### src/rtl/sysclk_div_pkg.sv
package sysclk_div_pkg;

  typedef struct packed {
    logic       swb;
    logic       fx;
    logic [1:0] cd;
  } div_cfg_t;

  localparam logic [1:0] CD_FAST  = 2'b00;
  localparam logic [1:0] CD_UNITY = 2'b10;
  localparam logic [1:0] CD_SLOW  = 2'b11;

  localparam div_cfg_t CFG_RESET = '{swb: 1'b0, fx: 1'b0, cd: CD_UNITY};

endpackage

### src/rtl/sysclk_div_rst_sync.sv
module sysclk_div_rst_sync #(
  parameter int STAGES = 2
) (
  input  logic clk,
  input  logic arst_n,
  output logic rst_n_o
);
  logic [STAGES-1:0] sh_q;

  always_ff @(posedge clk or negedge arst_n) begin
    if (!arst_n) sh_q <= '0;
    else         sh_q <= {sh_q[STAGES-2:0], 1'b1};
  end

  assign rst_n_o = sh_q[STAGES-1];
endmodule

### src/rtl/sysclk_div_ctrl.sv
module sysclk_div_ctrl
  import sysclk_div_pkg::*;
#(
  parameter int N_EXT = 6
) (
  input  logic             clk,
  input  logic             rst_n,
  input  logic             wr_en,
  input  div_cfg_t         wr_cfg,
  input  logic [N_EXT-1:0] ext_evt,
  input  logic             ser_busy,
  output div_cfg_t         cfg
);
  div_cfg_t cfg_q, cfg_nxt;
  logic     accept, sb_fire, cfg_ld;

  // A write is refused while serial traffic is active, but only when it moves the code.
  always_comb begin
    accept  = wr_en && !(ser_busy && (wr_cfg.cd != cfg_q.cd));
    cfg_nxt = accept ? wr_cfg : cfg_q;
    // The switchback is tested on the outcome, so it also overrides a write that asks for the slow code.
    sb_fire = cfg_q.swb && (|ext_evt) && (cfg_nxt.cd == CD_SLOW);
    if (sb_fire) cfg_nxt.cd = CD_UNITY;
    cfg_ld  = accept || sb_fire;
  end

  always_ff @(posedge clk or negedge rst_n) begin
    if (!rst_n)      cfg_q <= CFG_RESET;
    else if (cfg_ld) cfg_q <= cfg_nxt;
  end

  assign cfg = cfg_q;
endmodule

### src/rtl/sysclk_div_tick.sv
module sysclk_div_tick
  import sysclk_div_pkg::*;
#(
  parameter int SLOW_DIV = 1024,
  parameter int HALF_DIV = 2
) (
  input  logic     clk,
  input  logic     rst_n,
  input  div_cfg_t cfg,
  output logic     tick
);
  localparam int CW = $clog2(SLOW_DIV);
  localparam logic [CW-1:0] SLOW_M1 = CW'(SLOW_DIV - 1);
  localparam logic [CW-1:0] HALF_M1 = CW'(HALF_DIV - 1);

  logic [CW-1:0] cnt_q, cnt_nxt, reload;
  logic          run_q;

  always_comb begin
    case (cfg.cd)
      CD_SLOW: reload = SLOW_M1;
      CD_FAST: reload = cfg.fx ? '0 : HALF_M1;
      default: reload = '0;
    endcase
  end

  assign tick = run_q && (cnt_q == '0);

  always_comb begin
    if (!run_q)            cnt_nxt = '0;
    else if (cnt_q == '0)  cnt_nxt = reload;
    else                   cnt_nxt = cnt_q - 1'b1;
  end

  always_ff @(posedge clk or negedge rst_n) begin
    if (!rst_n) begin
      cnt_q <= '0;
      run_q <= 1'b0;
    end else begin
      cnt_q <= cnt_nxt;
      run_q <= 1'b1;
    end
  end
endmodule

### src/rtl/sysclk_divider.sv
module sysclk_divider
  import sysclk_div_pkg::*;
#(
  parameter int N_EXT       = 6,
  parameter int SLOW_DIV    = 1024,
  parameter int HALF_DIV    = 2,
  parameter int SYNC_STAGES = 2
) (
  input  logic             clk,
  input  logic             arst_n,
  input  logic             wr_en,
  input  logic [3:0]       wr_data,
  input  logic [N_EXT-1:0] ext_evt,
  input  logic             ser_busy,
  output logic             clk_en,
  output logic [3:0]       rd_data
);
  logic     rst_n;
  div_cfg_t cfg;

  sysclk_div_rst_sync #(.STAGES(SYNC_STAGES)) u_rst (
    .clk(clk), .arst_n(arst_n), .rst_n_o(rst_n)
  );

  sysclk_div_ctrl #(.N_EXT(N_EXT)) u_ctrl (
    .clk(clk), .rst_n(rst_n), .wr_en(wr_en), .wr_cfg(div_cfg_t'(wr_data)),
    .ext_evt(ext_evt), .ser_busy(ser_busy), .cfg(cfg)
  );

  sysclk_div_tick #(.SLOW_DIV(SLOW_DIV), .HALF_DIV(HALF_DIV)) u_tick (
    .clk(clk), .rst_n(rst_n), .cfg(cfg), .tick(clk_en)
  );

  assign rd_data = cfg;
endmodule

### config.mk
export PLATFORM = sky130hd
export DESIGN_NAME = sysclk_divider
export DESIGN_NICKNAME = d
export VERILOG_FILES = /design/src/rtl/sysclk_div_pkg.sv /design/src/rtl/sysclk_div_rst_sync.sv /design/src/rtl/sysclk_div_ctrl.sv /design/src/rtl/sysclk_div_tick.sv /design/src/rtl/sysclk_divider.sv
export SDC_FILE = /design/constraint.sdc
export NUM_CORES = 1
export LEC_CHECK = 0
export CELL_PAD_IN_SITES_DETAIL_PLACEMENT = 1
export CELL_PAD_IN_SITES_GLOBAL_PLACEMENT = 1
export CORE_UTILIZATION = 30
export DETAILED_ROUTE_END_ITERATION = 8
export PLACE_DENSITY = 0.71
export SKIP_LAST_GASP = 1
export SYNTH_ARGS = -nofsm -noshare
export SYNTH_HDL_FRONTEND = slang
export SYNTH_SLANG_ARGS = --single-unit
### constraint.sdc
create_clock -name clk -period 4.13 [get_ports clk]
set_input_delay 1.239 -clock clk [delete_from_list [all_inputs] [get_ports clk]]
set_output_delay 1.239 -clock clk [all_outputs]
set_load 0.05 [all_outputs]
==> out/qor_table.md, run 1 <==
| Result | Reported | Unit |
|:---|:---|:---|
| RSZ-0062 raised after global routing | no | - |
| Final Slew Violations | 0 | - |
| Critical Path RT | 2.89 | ns |
| Maximum clock insertion buffer count | 2 | - |
| Final hold violations | 0 | - |
| Final-report setup violation count | 0 | - |
| Post-synth top area cell | sky130_fd_sc_hd__dfrtp_1 | - |
| Total power per unit cell area | 603 | nW/um^2 |
| DIE AREA | 2920 | um^2 |
| Startpoint-to-endpoint class of the critical path | reg2out | - |
| TNS Setup | 0 | ns |
| Count of nets left with antenna violations after detail routing | 0 | - |
| Total core area | 2520 | um^2 |
| Number of nets at the end of the flow | 117 | - |
| Count of input and output buffers | 18 | - |
| Max Clock Freq | 0.279 | GHz |
| Yosys Warn Count | 0 | - |
| Number of remaining DRC errors | 0 | - |
| Quantity of hold-fixing buffers added after cts | 0 | - |
| Ports placed on the boundary | 19 | - |
| Overall track demand over capacity in global routing | 13.2 | % |
| Fraction of layout instances using a drive strength above 1 | 10.1 | % |
| Std-Cell Rows | 18 | - |
| Final critical path time including I/O delays and setup | 3.59 | ns |
| Post-synthesis to final-layout area growth | 29.0 | % |
| Measured slew at the worst slew-check pin | 0.597 | ns |
| Data arrival, critical path | 2.35 | ns |
| Crit end category | output pin | - |
| Fraction of the cycle the final worst path needs | 86.9 | % |
| Mapped Area | 812 | um^2 |
| Mapped Cells | 77 | - |
| Top cells by area, synth | sky130_fd_sc_hd__dfrtp_1 49%, sky130_fd_sc_hd__xnor2_1 5.4%, sky130_fd_sc_hd__ha_1 4.6%, sky130_fd_sc_hd__nor2_1 4.6%, sky130_fd_sc_hd__a21oi_1 4.3% | - |
| Number of iterations in the first detailed-routing pass | 4 | - |
| Outcome | finished clean | - |
| Number of H-tree levels | 1 | - |
| Count of max-cap constraint violations | 0 | - |
| End of the critical path | clk_en | - |
| Die width | 54.0 | um |
| Register-to-Register Setup Slack | 1.88 | ns |
| Number of distinct library cells after synthesis | 23 | - |
| Static leakage power | 0.462 | nW |
| Critical path fanouts, max | 8 | - |
| Clock Pin Slew Worst Setup and Hold Paths | 0.10 | ns |
| Synthesized area divided by synthesized cell count | 10.5 | um^2 |
| Sequential area share after synthesis | 52.5 | % |
| Number of DRC violations after detailed-routing iteration 0 | 5 | - |
| Critical register-to-register path endpoint | u_tick.cnt_q[9] | - |
| Number of gates resized after CTS | 0 | - |
| Initial antenna violation count | 0 | - |
| Via density | 4.95 | - |
| Yosys top cell area share | 49.3 | % |
| Final WL | 1530 | um |
| Most frequent cells in the layout | 17 x sky130_fd_sc_hd__clkdlybuf4s50_1, 16 x sky130_fd_sc_hd__dfrtp_1, 10 x sky130_fd_sc_hd__nor2_1, 7 x sky130_fd_sc_hd__a21oi_1 | - |
| Global-route wire length before repair | 2700 | um |
| Sort of element at the start of the critical path | register | - |
| Pin count of the biggest net entering global routing | 16 | - |
| Total gr overflow | 0 | - |
| Last weighted congestion value of the routability-driven placer | 0.777 | - |
| Worst reg2reg path startpoint | u_tick.cnt_q[0] | - |
| Starting density of the core | 32.2 | % |
| Sinks on Clock Net | 17 | - |
| Die boundary height | 54.0 | um |
| Number of setup buffers added after CTS | 0 | - |
| Worst slew slack as a fraction of its limit | 60.2 | % |
| Max IR drop VDD | 371 | uV |
| Commonest non-fill, non-tap cell in the layout | sky130_fd_sc_hd__clkdlybuf4s50_1 | - |
| CTS tree | done | - |
| Ant. Diodes | 0 | - |
| Register bit total from synthesis | 17 | - |
| Hold Worst Slack | 0.249 | ns |
| Final Total Pwr | 0.631 | mW |
| Number of buffers inserted during clock tree synthesis | 3 | - |
| Routed len/inst | 11.8 | um |
| Worst min path class | reg2async | - |
| Clock Skews | 0.00331 | ns |
| HPWL after DPL | 1220 | um |
| Crit. Startpoint | u_tick.cnt_q[0] | - |
| Cells on worst reg2reg path | 6 | - |
| Vias post-DR | 639 | - |
| Cell at the root of the clock tree | sky130_fd_sc_hd__clkbuf_4 | - |
| Vias in the first global route | 652 | - |
| Clk Latency, worst-skew pair | 0.29 | ns |
## how the worst min path moves through the flow
stage	startpoint	endpoint	slack [ns]	cells after the start
after CTS	u_rst.sh_q[1]	u_ctrl.cfg[2]	0.27	0
after global routing	u_rst.sh_q[1]	u_tick.run_q	0.32	0
after detailed placement	u_rst.sh_q[1]	u_ctrl.cfg[2]	0.26	0
after global placement	u_rst.sh_q[1]	u_ctrl.cfg[2]	0.26	0
after floorplan	u_rst.sh_q[1]	u_ctrl.cfg[0]	0.19	0
final	u_rst.sh_q[1]	u_ctrl.cfg[3]	0.25	0
## sequential cells by signal, indices dropped and copies added, names as in the netlist
signal / cells
u_rst.sh_q: 2
u_tick.run_q: 1
u_tick.cnt_q: 10
u_ctrl.cfg: 4
## synthesized netlist by cell type, drive strengths merged
library cell,n
conb,1
nor4,4
or4,1
o211a,1
or4b,1
xnor2,5
dfstp,1
nor2b,1
nor2,10
a31oi,2
buf,1
mux2,2
o31ai,1
xor2,2
dfrtp,16
inv,6
ha,3
nand2,6
a21oi,7
o21ai,4
a311oi,1
or3b,1
## logic make-up after synthesis
group,Yosys count,share of synthesized area [%]
fa+ha+maj,3,4.62
buf+inv,7,4.16
xor+xnor,7,7.55
simple gates,24,14.9
other cells,1,0.462
flops,17,52.5
mux,2,2.77
compound gates,16,12.9
## area by class of cell
type	count	area (um^2)
tap	30	37.5
clock buffer	3	22.5
timing repair buffer	18	178
fill	294	1480
sequential	17	427
inverter	6	22.5
clock inverter	1	5.00
multi-input combinational	54	355
## stage by stage
step / utilization, % / area (um^2) / setup WS, ns / instances
2_1_floorplan: - / 816 / 0.610 / 78
3_3_place_gp: 40.4 / 1020 / 0.889 / 125
3_5_place_dp: 40.4 / 1020 / 0.853 / 125
4_1_cts: 41.5 / 1050 / 0.498 / 129
5_1_grt: 41.5 / 1050 / 0.421 / 129
6_report: 41.5 / 1050 / 0.541 / 129
## metal layers
metal	vias to the layer above	global-route usage [%]	routed length, um
met5	-	0	0
li1	310	-	-
met3	0	5.08	77
met1	308	15.1	690
met2	21	22.6	758
met4	0	3.85	0
## worst max-delay path, cell delays in order, from the launching register on
cell and delay, ns:
sky130_fd_sc_hd__dfrtp_1 0.42, sky130_fd_sc_hd__inv_1 0.07, sky130_fd_sc_hd__ha_1 0.18, sky130_fd_sc_hd__or4b_4 0.50, sky130_fd_sc_hd__or3b_1 0.55, sky130_fd_sc_hd__nor2_1 0.14, sky130_fd_sc_hd__buf_4 0.21
## power by group
part	leakage [nW]	internal [mW]	total [mW]	switching [mW]
sequential	0.213	0.214	0.262	0.0490
combinational	0.231	0.131	0.282	0.151
clock	0.0177	0.0360	0.0871	0.0511
total	0.462	0.380	0.631	0.251
Power figures use the tool's default switching activity.
==> inputs of run 2 (changes only) <==
CTS_BUF_LIST = sky130_fd_sc_hd__clkbuf_16   (was unset)
==> run 2 against run 1 <==
Total power up 17%. Clock power up 120%. Cell area up 5.0%. Largest cell class unchanged. Cell count unchanged.
==> out/qor_table.md, run 2 (same netlist as run 1, synthesis figures left out) <==
| Result | Reported | Unit |
|:---|:---|:---|
| Initial antenna violation count | 0 | - |
| Worst slew slack as a fraction of its limit | 60.4 | % |
| Last weighted congestion value of the routability-driven placer | 0.777 | - |
| Total gr overflow | 0 | - |
| Die width | 54.0 | um |
| Ant. Diodes | 0 | - |
| Via density | 4.99 | - |
| Clock Skews | 0.00339 | ns |
| Global-route wire length before repair | 2850 | um |
| Final-report setup violation count | 0 | - |
| DR WL met2 | 827 | um |
| Clock network fraction of design power | 25.9 | % |
| Startpoint-to-endpoint class of the critical path | reg2out | - |
| Register-to-Register Setup Slack | 1.89 | ns |
| Fraction of the cycle the final worst path needs | 85.5 | % |
| Number of nets at the end of the flow | 117 | - |
| Cell-by-cell trace of the critical path | inv_1 -> ha_1 -> or4b_4 -> or3b_1 -> nor2_1 -> buf_4 | - |
| Most frequent cells in the layout | 17 x sky130_fd_sc_hd__clkdlybuf4s50_1, 16 x sky130_fd_sc_hd__dfrtp_1, 10 x sky130_fd_sc_hd__nor2_1, 7 x sky130_fd_sc_hd__a21oi_1 | - |
| Final Slew Violations | 0 | - |
| Register bank with the most flops | u_tick.cnt_q | - |
| Final-layout fill cell count | 288 | - |
| Slowest stage delay, CP | 0.54 | ns |
| Fraction of layout instances using a drive strength above 1 | 10.1 | % |
| Pin count of the biggest net entering global routing | 16 | - |
| Ports placed on the boundary | 19 | - |
| Data arrival, critical path | 2.29 | ns |
| Die boundary height | 54.0 | um |
| Cell Int Power | 0.474 | mW |
| Number of remaining DRC errors | 0 | - |
| Number of H-tree levels | 1 | - |
| Final Total Pwr | 0.738 | mW |
| Vias in the first global route | 679 | - |
| Sinks on Clock Net | 17 | - |
| Count of nets left with antenna violations after detail routing | 0 | - |
| Maximum clock insertion buffer count | 2 | - |
| TNS Setup | 0 | ns |
| Length of routed met3 wiring | 75 | um |
| Measured slew at the worst slew-check pin | 0.594 | ns |
| Switching part of the total | 35.7 | % |
| Number of buffers inserted during clock tree synthesis | 3 | - |
| Outcome | finished clean | - |
| Critical register-to-register path endpoint | u_tick.cnt_q[9] | - |
| Std-Cell Rows | 18 | - |
| Number of gates resized after CTS | 0 | - |
| Number of DRC violations after detailed-routing iteration 0 | 2 | - |
| Critical path fanouts, max | 8 | - |
| Worst reg2reg path startpoint | u_tick.cnt_q[0] | - |
| Crit end category | output pin | - |
| End of the critical path | clk_en | - |
| Overall track demand over capacity in global routing | 13.9 | % |
| Sort of element at the start of the critical path | register | - |
| Routed length on met1 | 708 | um |
| Static leakage power | 0.485 | nW |
| Total power per unit cell area | 671 | nW/um^2 |
| Commonest non-fill, non-tap cell in the layout | sky130_fd_sc_hd__clkdlybuf4s50_1 | - |
| Critical Path RT | 2.89 | ns |
| Post-synthesis to final-layout area growth | 35.4 | % |
| HPWL after DPL | 1220 | um |
| Final hold violations | 0 | - |
| Total core area | 2520 | um^2 |
| DIE AREA | 2920 | um^2 |
| Slowest cell on the critical path | sky130_fd_sc_hd__or3b_1 | - |
| Max Clock Freq | 0.283 | GHz |
| Reg power frac | 35.8 | % |
| Relative contribution of combinational cells to total power | 38.3 | % |
| Count of max-cap constraint violations | 0 | - |
| Psw | 0.264 | mW |
| Clock Pin Slew Worst Setup and Hold Paths | 0.05 | ns |
| Quantity of hold-fixing buffers added after cts | 0 | - |
| Worst min path class | reg2async | - |
| Starting density of the core | 32.2 | % |
| Crit. Startpoint | u_tick.cnt_q[0] | - |
| Count of input and output buffers | 18 | - |
| Cell at the root of the clock tree | sky130_fd_sc_hd__clkbuf_16 | - |
| CTS tree | done | - |
| Final WL | 1620 | um |
| Max FFs per register | 10 | - |
| Final critical path time including I/O delays and setup | 3.53 | ns |
| Number of iterations in the first detailed-routing pass | 5 | - |
| Clk Latency, worst-skew pair | 0.25 | ns |
| RSZ-0062 raised after global routing | no | - |
| Cells on worst reg2reg path | 6 | - |
| Vias post-DR | 644 | - |
| Routed len/inst | 12.6 | um |
| Max IR drop VDD | 487 | uV |
| Number of setup buffers added after CTS | 0 | - |
| Highest metal layer with signal wires | met4 | - |
-- run 2: cell types whose count changed in the layout (fill, tap and decap cells not counted) --
cell	previous run	this run
sky130_fd_sc_hd__clkbuf_4	3	0
sky130_fd_sc_hd__clkbuf_16	0	3
-- run 2: per-layer routing --
| layer | vias to the layer above | global-route usage, % |
|---|---|---|
| li1 | 309 | - |
| met1 | 311 | 15.0 |
| met2 | 22 | 25.9 |
| met3 | 2 | 5.08 |
| met4 | 0 | 2.56 |
| met5 | - | 0 |
-- run 2: final cells by class --
cell class	count	area, um^2	share of cell area, %
repair buffers	18	178	16.2
flip-flops and latches	17	427	38.8
clock buffers	3	75.1	6.83
multi-input cells	54	355	32.3
well taps	30	37.5	3.41
clock inverters	1	5.00	0.455
inverters	6	22.5	2.05
-- run 2: critical path: cells and delay by family (launching register included) --
family                   cells  cell delay [ns]
flip-flops                   1             0.40
adder cells (fa/ha/maj)      1             0.18
AND/OR/NAND/NOR              3             1.18
buffers and inverters        2             0.28
-- run 2: worst min path at each step --
stage                              from       endpoint  slack, ns  cells after the start
after global routing      u_rst.sh_q[1]   u_tick.run_q       0.31                      0
after global placement    u_rst.sh_q[1]  u_ctrl.cfg[2]       0.26                      0
after floorplan           u_rst.sh_q[1]  u_ctrl.cfg[0]       0.19                      0
final                     u_rst.sh_q[1]  u_ctrl.cfg[2]       0.24                      0
after CTS                 u_rst.sh_q[1]  u_ctrl.cfg[2]       0.27                      0
after detailed placement  u_rst.sh_q[1]  u_ctrl.cfg[2]       0.26                      0
-- run 2: power by group through the flow --
stage	sequential, mW	clock, mW	combinational (mW)
floorplan	0.278	0	0.208
global placement	0.264	0	0.280
detailed placement	0.266	0	0.284
CTS	0.266	0.196	0.288
global route	0.273	0.205	0.319
finish	0.264	0.192	0.283
-- run 2: stage by stage --
| stage | cells | cell area, um^2 | util (%) | hold slack, ns | setup slack [ns] |
|---|---|---|---|---|---|
| after floorplan | 78 | 816 | - | 0.186 | 0.610 |
| after global placement | 125 | 1020 | 40.4 | 0.263 | 0.889 |
| after detailed placement | 125 | 1020 | 40.4 | 0.265 | 0.853 |
| after CTS | 129 | 1100 | 43.6 | 0.271 | 0.578 |
| after global routing | 129 | 1100 | 43.6 | 0.308 | 0.505 |
| final | 129 | 1100 | 43.6 | 0.244 | 0.597 |
